--- src/rtl/tlbchk_pkg.sv ---
package tlbchk_pkg;

    localparam int FAULT_W = 3;
    localparam int PERM_W  = 3;

    typedef enum logic [1:0] {
        ACC_READ  = 2'd0,
        ACC_WRITE = 2'd1,
        ACC_EXEC  = 2'd2,
        ACC_RSVD  = 2'd3
    } acc_kind_e;

    typedef enum logic [FAULT_W-1:0] {
        FLT_NONE   = 3'd0,
        FLT_IMISS  = 3'd1,
        FLT_DMISS  = 3'd2,
        FLT_IPROT  = 3'd3,
        FLT_DRIGHT = 3'd4,
        FLT_DIRTY  = 3'd5,
        FLT_BREAK  = 3'd6,
        FLT_REF    = 3'd7
    } fault_e;

    // packed: x at bit 2, w at bit 1, r at bit 0
    typedef struct packed {
        logic x;
        logic w;
        logic r;
    } perm_t;

    typedef struct packed {
        fault_e code;
        perm_t  perm;
    } verdict_t;

    function automatic logic kind_is_exec(acc_kind_e k);
        return k == ACC_EXEC;
    endfunction

    function automatic logic kind_is_write(acc_kind_e k);
        return k == ACC_WRITE;
    endfunction

    // bit of the mask that the access needs
    function automatic perm_t kind_need(acc_kind_e k);
        perm_t n;
        n = '0;
        case (k)
            ACC_EXEC:  n.x = 1'b1;
            ACC_WRITE: n.w = 1'b1;
            default:   n.r = 1'b1;
        endcase
        return n;
    endfunction

endpackage

--- src/rtl/tlbchk_rights.sv ---
module tlbchk_rights
    import tlbchk_pkg::*;
#(
    parameter int PL_W = 2
) (
    input  logic [PL_W-1:0] priv,
    input  logic [PL_W-1:0] pl1,
    input  logic [PL_W-1:0] pl2,
    input  logic [2:0]      art,
    output perm_t           base
);

    logic may_r;
    logic may_w;
    logic may_x;

    always_comb begin
        may_r = (priv <= pl1);
        may_w = (priv <= pl2);
        may_x = (pl2 <= priv) && (priv <= pl1);
    end

    always_comb begin
        base = '0;
        case (art)
            3'd0: base.r = may_r;
            3'd1: begin
                base.r = may_r;
                base.w = may_w;
            end
            3'd2: begin
                base.r = may_r;
                base.x = may_x;
            end
            3'd3: begin
                base.r = may_r;
                base.w = may_w;
                base.x = may_x;
            end
            default: base.x = may_x;
        endcase
    end

endmodule

--- src/rtl/tlbchk_pid.sv ---
module tlbchk_pid #(
    parameter int AID_W   = 31,
    parameter int NUM_PID = 4,
    localparam int PID_W  = AID_W + 1
) (
    input  logic                            chk_en,
    input  logic [AID_W-1:0]                aid,
    input  logic [NUM_PID-1:0][PID_W-1:0]   pid_regs,
    output logic                            drop_write
);

    logic [PID_W-1:0]   key;
    logic [NUM_PID-1:0] hit_vec;

    assign key = {aid, 1'b1};

    genvar g;
    generate
        for (g = 0; g < NUM_PID; g++) begin : g_cmp
            assign hit_vec[g] = (pid_regs[g] == key);
        end
    endgenerate

    assign drop_write = chk_en && (aid != '0) && (|hit_vec);

endmodule

--- src/rtl/tlbchk_fault.sv ---
module tlbchk_fault
    import tlbchk_pkg::*;
(
    input  logic      hit,
    input  acc_kind_e kind,
    input  perm_t     granted,
    input  logic      t_bit,
    input  logic      d_bit,
    input  logic      b_bit,
    output verdict_t  verdict
);

    perm_t need;
    logic  is_x;
    logic  is_w;

    always_comb begin
        need = kind_need(kind);
        is_x = kind_is_exec(kind);
        is_w = kind_is_write(kind);
        verdict.code = FLT_NONE;
        verdict.perm = granted;
        if (!hit) begin
            verdict.perm = '0;
            verdict.code = is_x ? FLT_IMISS : FLT_DMISS;
        end else if ((granted & need) == '0) begin
            verdict.code = is_x ? FLT_IPROT : FLT_DRIGHT;
        end else begin
            // lowest priority first; later ones overwrite
            if (!d_bit) begin
                verdict.perm.w = 1'b0;
                if (is_w) verdict.code = FLT_DIRTY;
            end
            if (b_bit) begin
                verdict.perm.w = 1'b0;
                if (is_w) verdict.code = FLT_BREAK;
            end
            if (t_bit) begin
                verdict.perm.r = 1'b0;
                verdict.perm.w = 1'b0;
                if (!is_x) verdict.code = FLT_REF;
            end
        end
    end

endmodule

--- src/rtl/tlbchk_top.sv ---
module tlbchk_top
    import tlbchk_pkg::*;
#(
    parameter int PL_W    = 2,
    parameter int AID_W   = 31,
    parameter int NUM_PID = 4,
    localparam int PID_W  = AID_W + 1
) (
    input  logic                           clk,
    input  logic                           rst,
    input  logic                           hit,
    input  logic [1:0]                     acc_kind,
    input  logic [PL_W-1:0]                cur_priv,
    input  logic                           prot_chk_en,
    input  logic [NUM_PID-1:0][PID_W-1:0]  pid_regs,
    input  logic [2:0]                     ent_type,
    input  logic [PL_W-1:0]                ent_pl1,
    input  logic [PL_W-1:0]                ent_pl2,
    input  logic [AID_W-1:0]               ent_aid,
    input  logic                           ent_t,
    input  logic                           ent_d,
    input  logic                           ent_b,
    output logic                           fault_vld,
    output logic [FAULT_W-1:0]             fault_code,
    output logic [PERM_W-1:0]              perm
);

    perm_t    base;
    perm_t    granted;
    logic     drop_w;
    verdict_t verdict;
    verdict_t verdict_q;

    tlbchk_rights #(.PL_W(PL_W)) u_rights (
        .priv (cur_priv),
        .pl1  (ent_pl1),
        .pl2  (ent_pl2),
        .art  (ent_type),
        .base (base)
    );

    tlbchk_pid #(.AID_W(AID_W), .NUM_PID(NUM_PID)) u_pid (
        .chk_en     (prot_chk_en),
        .aid        (ent_aid),
        .pid_regs   (pid_regs),
        .drop_write (drop_w)
    );

    always_comb begin
        granted = base;
        if (drop_w) granted.w = 1'b0;
    end

    tlbchk_fault u_fault (
        .hit     (hit),
        .kind    (acc_kind_e'(acc_kind)),
        .granted (granted),
        .t_bit   (ent_t),
        .d_bit   (ent_d),
        .b_bit   (ent_b),
        .verdict (verdict)
    );

    always_ff @(posedge clk) begin
        if (rst) verdict_q <= '0;
        else     verdict_q <= verdict;
    end

    assign fault_code = verdict_q.code;
    assign fault_vld  = (verdict_q.code != FLT_NONE);
    assign perm       = verdict_q.perm;


    miss_verdict_chk: assert property (@(posedge clk) disable iff (rst)
        !hit |=> (fault_vld && perm == 3'b000 &&
                  (fault_code == 3'd1 || fault_code == 3'd2)));


    gateway_execonly_chk: assert property (@(posedge clk) disable iff (rst)
        (hit && ent_type[2]) |=> (perm[1:0] == 2'b00));


    write_needs_perm_chk: assert property (@(posedge clk) disable iff (rst)
        (hit && acc_kind == 2'd1) |=> (fault_vld || perm[1]));


    dirty_clear_chk: assert property (@(posedge clk) disable iff (rst)
        (hit && !ent_d && acc_kind == 2'd1) |=> (fault_vld && !perm[1]));


    break_set_chk: assert property (@(posedge clk) disable iff (rst)
        (hit && ent_b && acc_kind == 2'd1) |=> (fault_vld && !perm[1]));


    ref_read_chk: assert property (@(posedge clk) disable iff (rst)
        (hit && ent_t && acc_kind == 2'd0) |=> fault_vld);


    vld_code_chk: assert property (@(posedge clk) disable iff (rst)
        fault_vld == (fault_code != 3'd0));

endmodule

--- config.mk ---
export PLATFORM = sky130hd
export DESIGN_NAME = tlbchk_top
export DESIGN_NICKNAME = d
export VERILOG_FILES = /design/src/rtl/tlbchk_pkg.sv /design/src/rtl/tlbchk_rights.sv /design/src/rtl/tlbchk_pid.sv /design/src/rtl/tlbchk_fault.sv /design/src/rtl/tlbchk_top.sv
export SDC_FILE = /design/constraint.sdc
export NUM_CORES = 1
export LEC_CHECK = 0
export ABC_AREA = 1
export BUFFER_PORTS_ARGS = -buffer_cell sky130_fd_sc_hd__buf_2
export CAP_MARGIN = 10
export CORE_AREA = 2 2 84 86
export DETAILED_ROUTE_END_ITERATION = 8
export DIE_AREA = 0 0 86 88
export PLACE_DENSITY = 0.78
export SLEW_MARGIN = 20
export SYNTH_ARGS = -nofsm -noshare
export SYNTH_HDL_FRONTEND = slang
export SYNTH_SLANG_ARGS = --single-unit
--- constraint.sdc ---
create_clock -name clk -period 4.78 [get_ports clk]
set_input_delay 0.717 -clock clk [delete_from_list [all_inputs] [get_ports clk]]
set_output_delay 0.717 -clock clk [all_outputs]
set_load 0.02 [all_outputs]
# Word level (Yosys, flattened, before mapping)
# Index checks and enable logic that the tools add are counted.
[totals]
wordCells = 52
out_inout_bits = 7
input_bits = 177
regBits = 6
n_memories = 0
ram_bits = 0
romBits = 0
latch_bits = 0
[op_classes]
bitwise = 2
multipliers = 0
eq_ne = 9
addsub = 0
div_mod_pow = 0
n_reduce_logical = 13
n_mux = 21
n_lt_le_gt_ge = 3
shifts = 0
[ops]
columns = ["op", "n"]
rows = [
  ["32-bit == test", 4],
  ["31-bit nonzero test", 1],
  ["3-bit two-way mux", 9],
  ["1-bit two-way mux", 9],
  ["2-bit OR reduction", 4],
  ["4-bit OR reduction", 2],
  ["3-bit by 2-bit == test with 1-bit output, second input constant", 2],
  ["2-bit less-or-equal comparator", 3],
  ["3-bit zero test", 2],
  ["2-bit two-way mux", 3],
  ["3-bit bitwise AND", 1],
  ["3-bit by 1-bit == test with 1-bit output, second input constant", 1],
  ["1-bit logical AND", 3],
  ["3-bit nonzero test", 1],
  ["2-bit by 1-bit == test with 1-bit output, second input constant", 1],
  ["2-bit == test, second input constant", 1],
  ["1-bit NOT", 1],
]

# Logic depth before layout (Yosys ltp)
[logic_depth]
ltp_word = 9
mapped_depth = 17
ltp_nobuf = 16

# By module
# A second synthesis with hierarchy kept.
[hier_totals]
cells_unflattened = 636
hier_area_um2 = 2940.3
[modules_own_cells]
columns = ["mod", "area_per_inst_um2", "n_inst", "cells_each", "seq_area_each_um2"]
rows = [
  ["tlbchk_pid", 2398.6, 1, 548, 0.0],
  ["tlbchk_fault", 214.0, 1, 39, 0.0],
  ["tlbchk_top", 183.9, 1, 23, 120.1],
  ["tlbchk_rights", 143.9, 1, 26, 0.0],
]

# Worst setup path before layout
# OpenSTA, ideal clock, no wires.
[synth_timing]
path_kind = "in2reg"
start = "input port ent_pl1[1]"
end = "register verdict_q (netlist bit fault_code[1])"
setup_time_ns = 0.117
path_buffers = 0
slack_ns = 2.715
cell_stages = 12
required_time_ns = 4.663
arrival_time_ns = 1.948
path_cell_list = "inv_1 -> ha_1 -> inv_1 -> nor2_1 -> o21ai_0 -> o211ai_1 -> o21ai_0 -> inv_1 -> nand3_1 -> nand2_1 -> nor2_1 -> nor2_1"
[synth_between]
elab_chain_len = 7
elab_cells_between_ends = 8
cone_classes = "order compare: 1; mux: 4; bitwise: 1; reduce/logical: 2"
[synth_lines]
columns = ["element", "line", "source"]
rows = [
  ["start: declaration", "tlbchk_top.sv:17", "input logic [PL_W-1:0] ent_pl1,"],
  ["2-bit less-or-equal comparator (*)", "tlbchk_rights.sv:18, tlbchk_rights.sv:20", ""],
  ["1-bit logical AND", "tlbchk_rights.sv:20", "may_x = (pl2 <= priv) && (priv <= pl1);"],
  ["1-bit two-way mux", "tlbchk_rights.sv:25", "case (art)"],
  ["3-bit bitwise AND (*)", "tlbchk_fault.sv:26", "end else if ((granted & need) == '0) begin"],
  ["3-bit zero test (*)", "tlbchk_fault.sv:26", ""],
  ["3-bit two-way mux (*)", "tlbchk_fault.sv:26", ""],
  ["3-bit two-way mux (*)", "tlbchk_fault.sv:23", "if (!hit) begin"],
  ["end signal: assignment", "tlbchk_top.sv:66", "else verdict_q <= verdict;"],
  ["end: declaration", "tlbchk_top.sv:32", "verdict_t verdict_q;"],
]
# Every way passes the cells marked *; elsewhere a longest branch is shown, timed or not.
# A chain may end at the register's enable or synchronous reset.

# Final worst setup path
[layout_timing]
start = "input port cur_priv[1]"
end = "register verdict_q (netlist bit fault_code[2])"
[layout_between]
elab_chain_len = 7
elab_cells_between_ends = 12
cone_classes = "order compare: 3; mux: 6; bitwise: 1; reduce/logical: 2"
[layout_lines]
columns = ["element", "line", "source"]
rows = [
  ["start: declaration", "tlbchk_top.sv:13", "input logic [PL_W-1:0] cur_priv,"],
  ["2-bit less-or-equal comparator (on tied branches)", "tlbchk_rights.sv:19, tlbchk_rights.sv:18, tlbchk_rights.sv:20", ""],
  ["1-bit two-way mux / 1-bit logical AND (equally long branches)", "tlbchk_rights.sv:25, tlbchk_rights.sv:20", ""],
  ["1-bit two-way mux (on tied branches)", "tlbchk_top.sv:51, tlbchk_rights.sv:25", ""],
  ["3-bit bitwise AND (*)", "tlbchk_fault.sv:26", ""],
  ["3-bit zero test (*)", "tlbchk_fault.sv:26", ""],
  ["3-bit two-way mux (*)", "tlbchk_fault.sv:26", ""],
  ["3-bit two-way mux (*)", "tlbchk_fault.sv:23", ""],
]
# Marks and branches as above.

==> results by group <==
Run status
  • Outcome: finished clean

Global routing
  • Met2 usage: 48.5%
  • Grt met3 use: 3.58%
  • Overall Global Routing Usage: 25.0%
  • First-pass GRT wire length: 15700 µm
  • Initial antenna violation count: 0
  • Met1 Use GR: 29.9%
  • Largest net degree at the start of global routing: 9
  • Global route overflow: 0
  • GRT busiest layer: met2
  • Vias in the first global route: 3814

Timing
  • Fmax: 460 MHz
  • RSZ-0062 raised after global routing: no
  • Worst slew pin tran: 0.437 ns
  • Setup violations, final: 0
  • Crit share post-route: 45.5%
  • Hold Vio Cnt, Final: 0
  • Worst hold slack: 0.739 ns
  • Setup TNS: 0 ns
  • Slew margin rel.: 70.6%
  • Final min period: 2.18 ns
  • Fin. max-slew vios: 0

Layout
  • N_diodes: 0
  • Commonest non-fill, non-tap cell in the layout: nand2_1
  • Area Overhead vs Synth: 38.1%
  • Most frequent cells in the layout: 321 x nand2_1, 183 x buf_2, 105 x inv_1
  • Post-layout util: 56.9%
  • Layout cells sized above 1: 25.7%
  • Final Non-Filler Cells: 901
  • Layout Nets: 1007
  • Post-route cell area: 0.00378 mm²

Pwr
  • Leak: 2.62 nW
  • Peak VDD IR: 0.140 mV
  • PwrDens: 111 mW/mm²

Route
  • Iter 0 DRT Violations: 152
  • Via Count: 4142
  • Routed len/inst: 10.9 µm
  • DRT Pass-1 Iters: 5
  • Vias/cell: 4.60
  • # DRC: 0
  • DRT Wirelength: 9820 µm
  • Post-DRT Antenna Nets: 0

Logic synthesis
  • Unique cell type count in the Yosys netlist: 24
  • Mapped Nets: 822
  • Synth warnings: 0
  • Number of synthesized register bits: 6
  • Cells after Synth: 638
  • Seq/Total Area, Yosys: 4.39%
  • Post-synthesis instance area: 0.00274 mm²
  • Post-Synthesis Mean Instance Area: 4.29 µm²

Placement
  • Post-Place Cells: 898
  • Port bufs: 183
  • GPL Wtd Cong: 0.921
  • Area after DPL: 0.00374 mm²
  • Hpwl dp: 8790 µm

Run
  • Max-cap viol count: 0

Die
  • Die Y: 88 µm
  • Die width: 86 µm
  • Core Box Area: 0.00664 mm²
  • Initial core utilization: 41.2%
  • Die ar.: 0.00757 mm²
  • FP Rows: 30
  • Io pins: 184

CTS
  • CTS clock-pin slew for the worst setup and hold paths: 0.04 ns
  • Post-CTS Resized: 0
  • Sink Count: 6
  • Cts bufs inserted: 3
  • Post-CTS setup buffer count: 0
  • Hold buffer count at CTS: 0
  • TritonCTS clock tree: built
  • Clock Tree Buf Depth: 2
  • Root Buffer: clkbuf_8
  • H-tree levels: 1

Worst setup path
  • Worst-path maximum fanout: 4
  • Worst setup EP type: register
  • Worst Path Arrival: 2.27 ns
  • Data required, critical path: 4.88 ns
  • Startpoint Class: input pin
  • WS Path Type: input pin to register

Min path
  • Worst Hold Class: input pin to register
final timing paths:
kind | start | end | slack (ns) | cells past startpoint
max | cur_priv[1] | fault_code[2]$_SDFF_PP0_ | 2.60 | 10
min | ent_t | perm[0]$_SDFF_PP0_ | 0.74 | 2
metrics by stage:
| stage | total power, mW | worst slack, ns |
|---|---|---|
| after floorplan | 0.208 | 2.71 |
| after global placement | 0.334 | 2.51 |
| after detailed placement | 0.341 | 2.43 |
| after CTS | 0.418 | 2.64 |
| after global routing | 0.465 | 2.38 |
| final | 0.420 | 2.60 |
where the power goes:
part | switching [mW] | leakage, nW | internal (mW)
Combinational | 0.167 | 2.55 | 0.122
Sequential | 0.000888 | 0.0493 | 0.0534
Clock | 0.0230 | 0.0216 | 0.0542
synthesized netlist by cell type (all sizes together):
library cell / n / area, µm²
nand2: 323 / 1220
inv: 126 / 473
nor2: 98 / 370
o21ai: 36 / 180
xor2: 11 / 96.3
a21oi: 8 / 40.0
ha: 7 / 87.6
nor4: 7 / 43.8
dfxtp: 6 / 120
nand3: 5 / 37.5
clkbuf: 2 / 10.0
nand4: 2 / 12.5
a22oi: 1 / 7.51
buf: 1 / 5.00
nand3b: 1 / 7.51
nor3: 1 / 5.00
o211ai: 1 / 7.51
o31ai: 1 / 7.51
or3: 1 / 6.26
layer usage:
metal	vias to the layer above	wire, µm	part of all wire [%]
li1	2242	-	-
met1	1736	4120	42
met2	151	4810	49
met3	13	804	8.2
met4	0	80	0.81
met5	-	0	0
layout make-up:
class | instances | area, µm²
Clock buffer | 3 | 41.3
Fill cell | 740 | 2870
Inverter | 126 | 473
Tap cell | 80 | 100
Sequential cell | 6 | 120
Timing Repair Buffer | 183 | 916
Multi-Input combinational cell | 503 | 2130
logic make-up (layout without fill, tap and decap cells):
kind of cell | count (synthesis) | in the layout | synth area share [%]
fa+ha+maj | 7 | 7 | 3.20
compound gates | 47 | 47 | 8.87
xor+xnor | 11 | 11 | 3.52
simple gates | 438 | 438 | 62.2
flops | 6 | 6 | 4.39
buf+inv | 129 | 312 | 17.8
registers in the layout, summed over array words and instances, names as in the netlist:
name / flops
fault_code: 3
perm: 3
worst max-delay path, stage by stage:
cell      delay [ns]
buf_2           0.11
ha_1            0.30
inv_1           0.07
nor2_1          0.04
o21ai_0         0.25
o211ai_1        0.16
o21ai_0         0.18
inv_1           0.11
a21oi_1         0.23
a21oi_1         0.11
No activity file was read; power rests on OpenSTA's default activity.
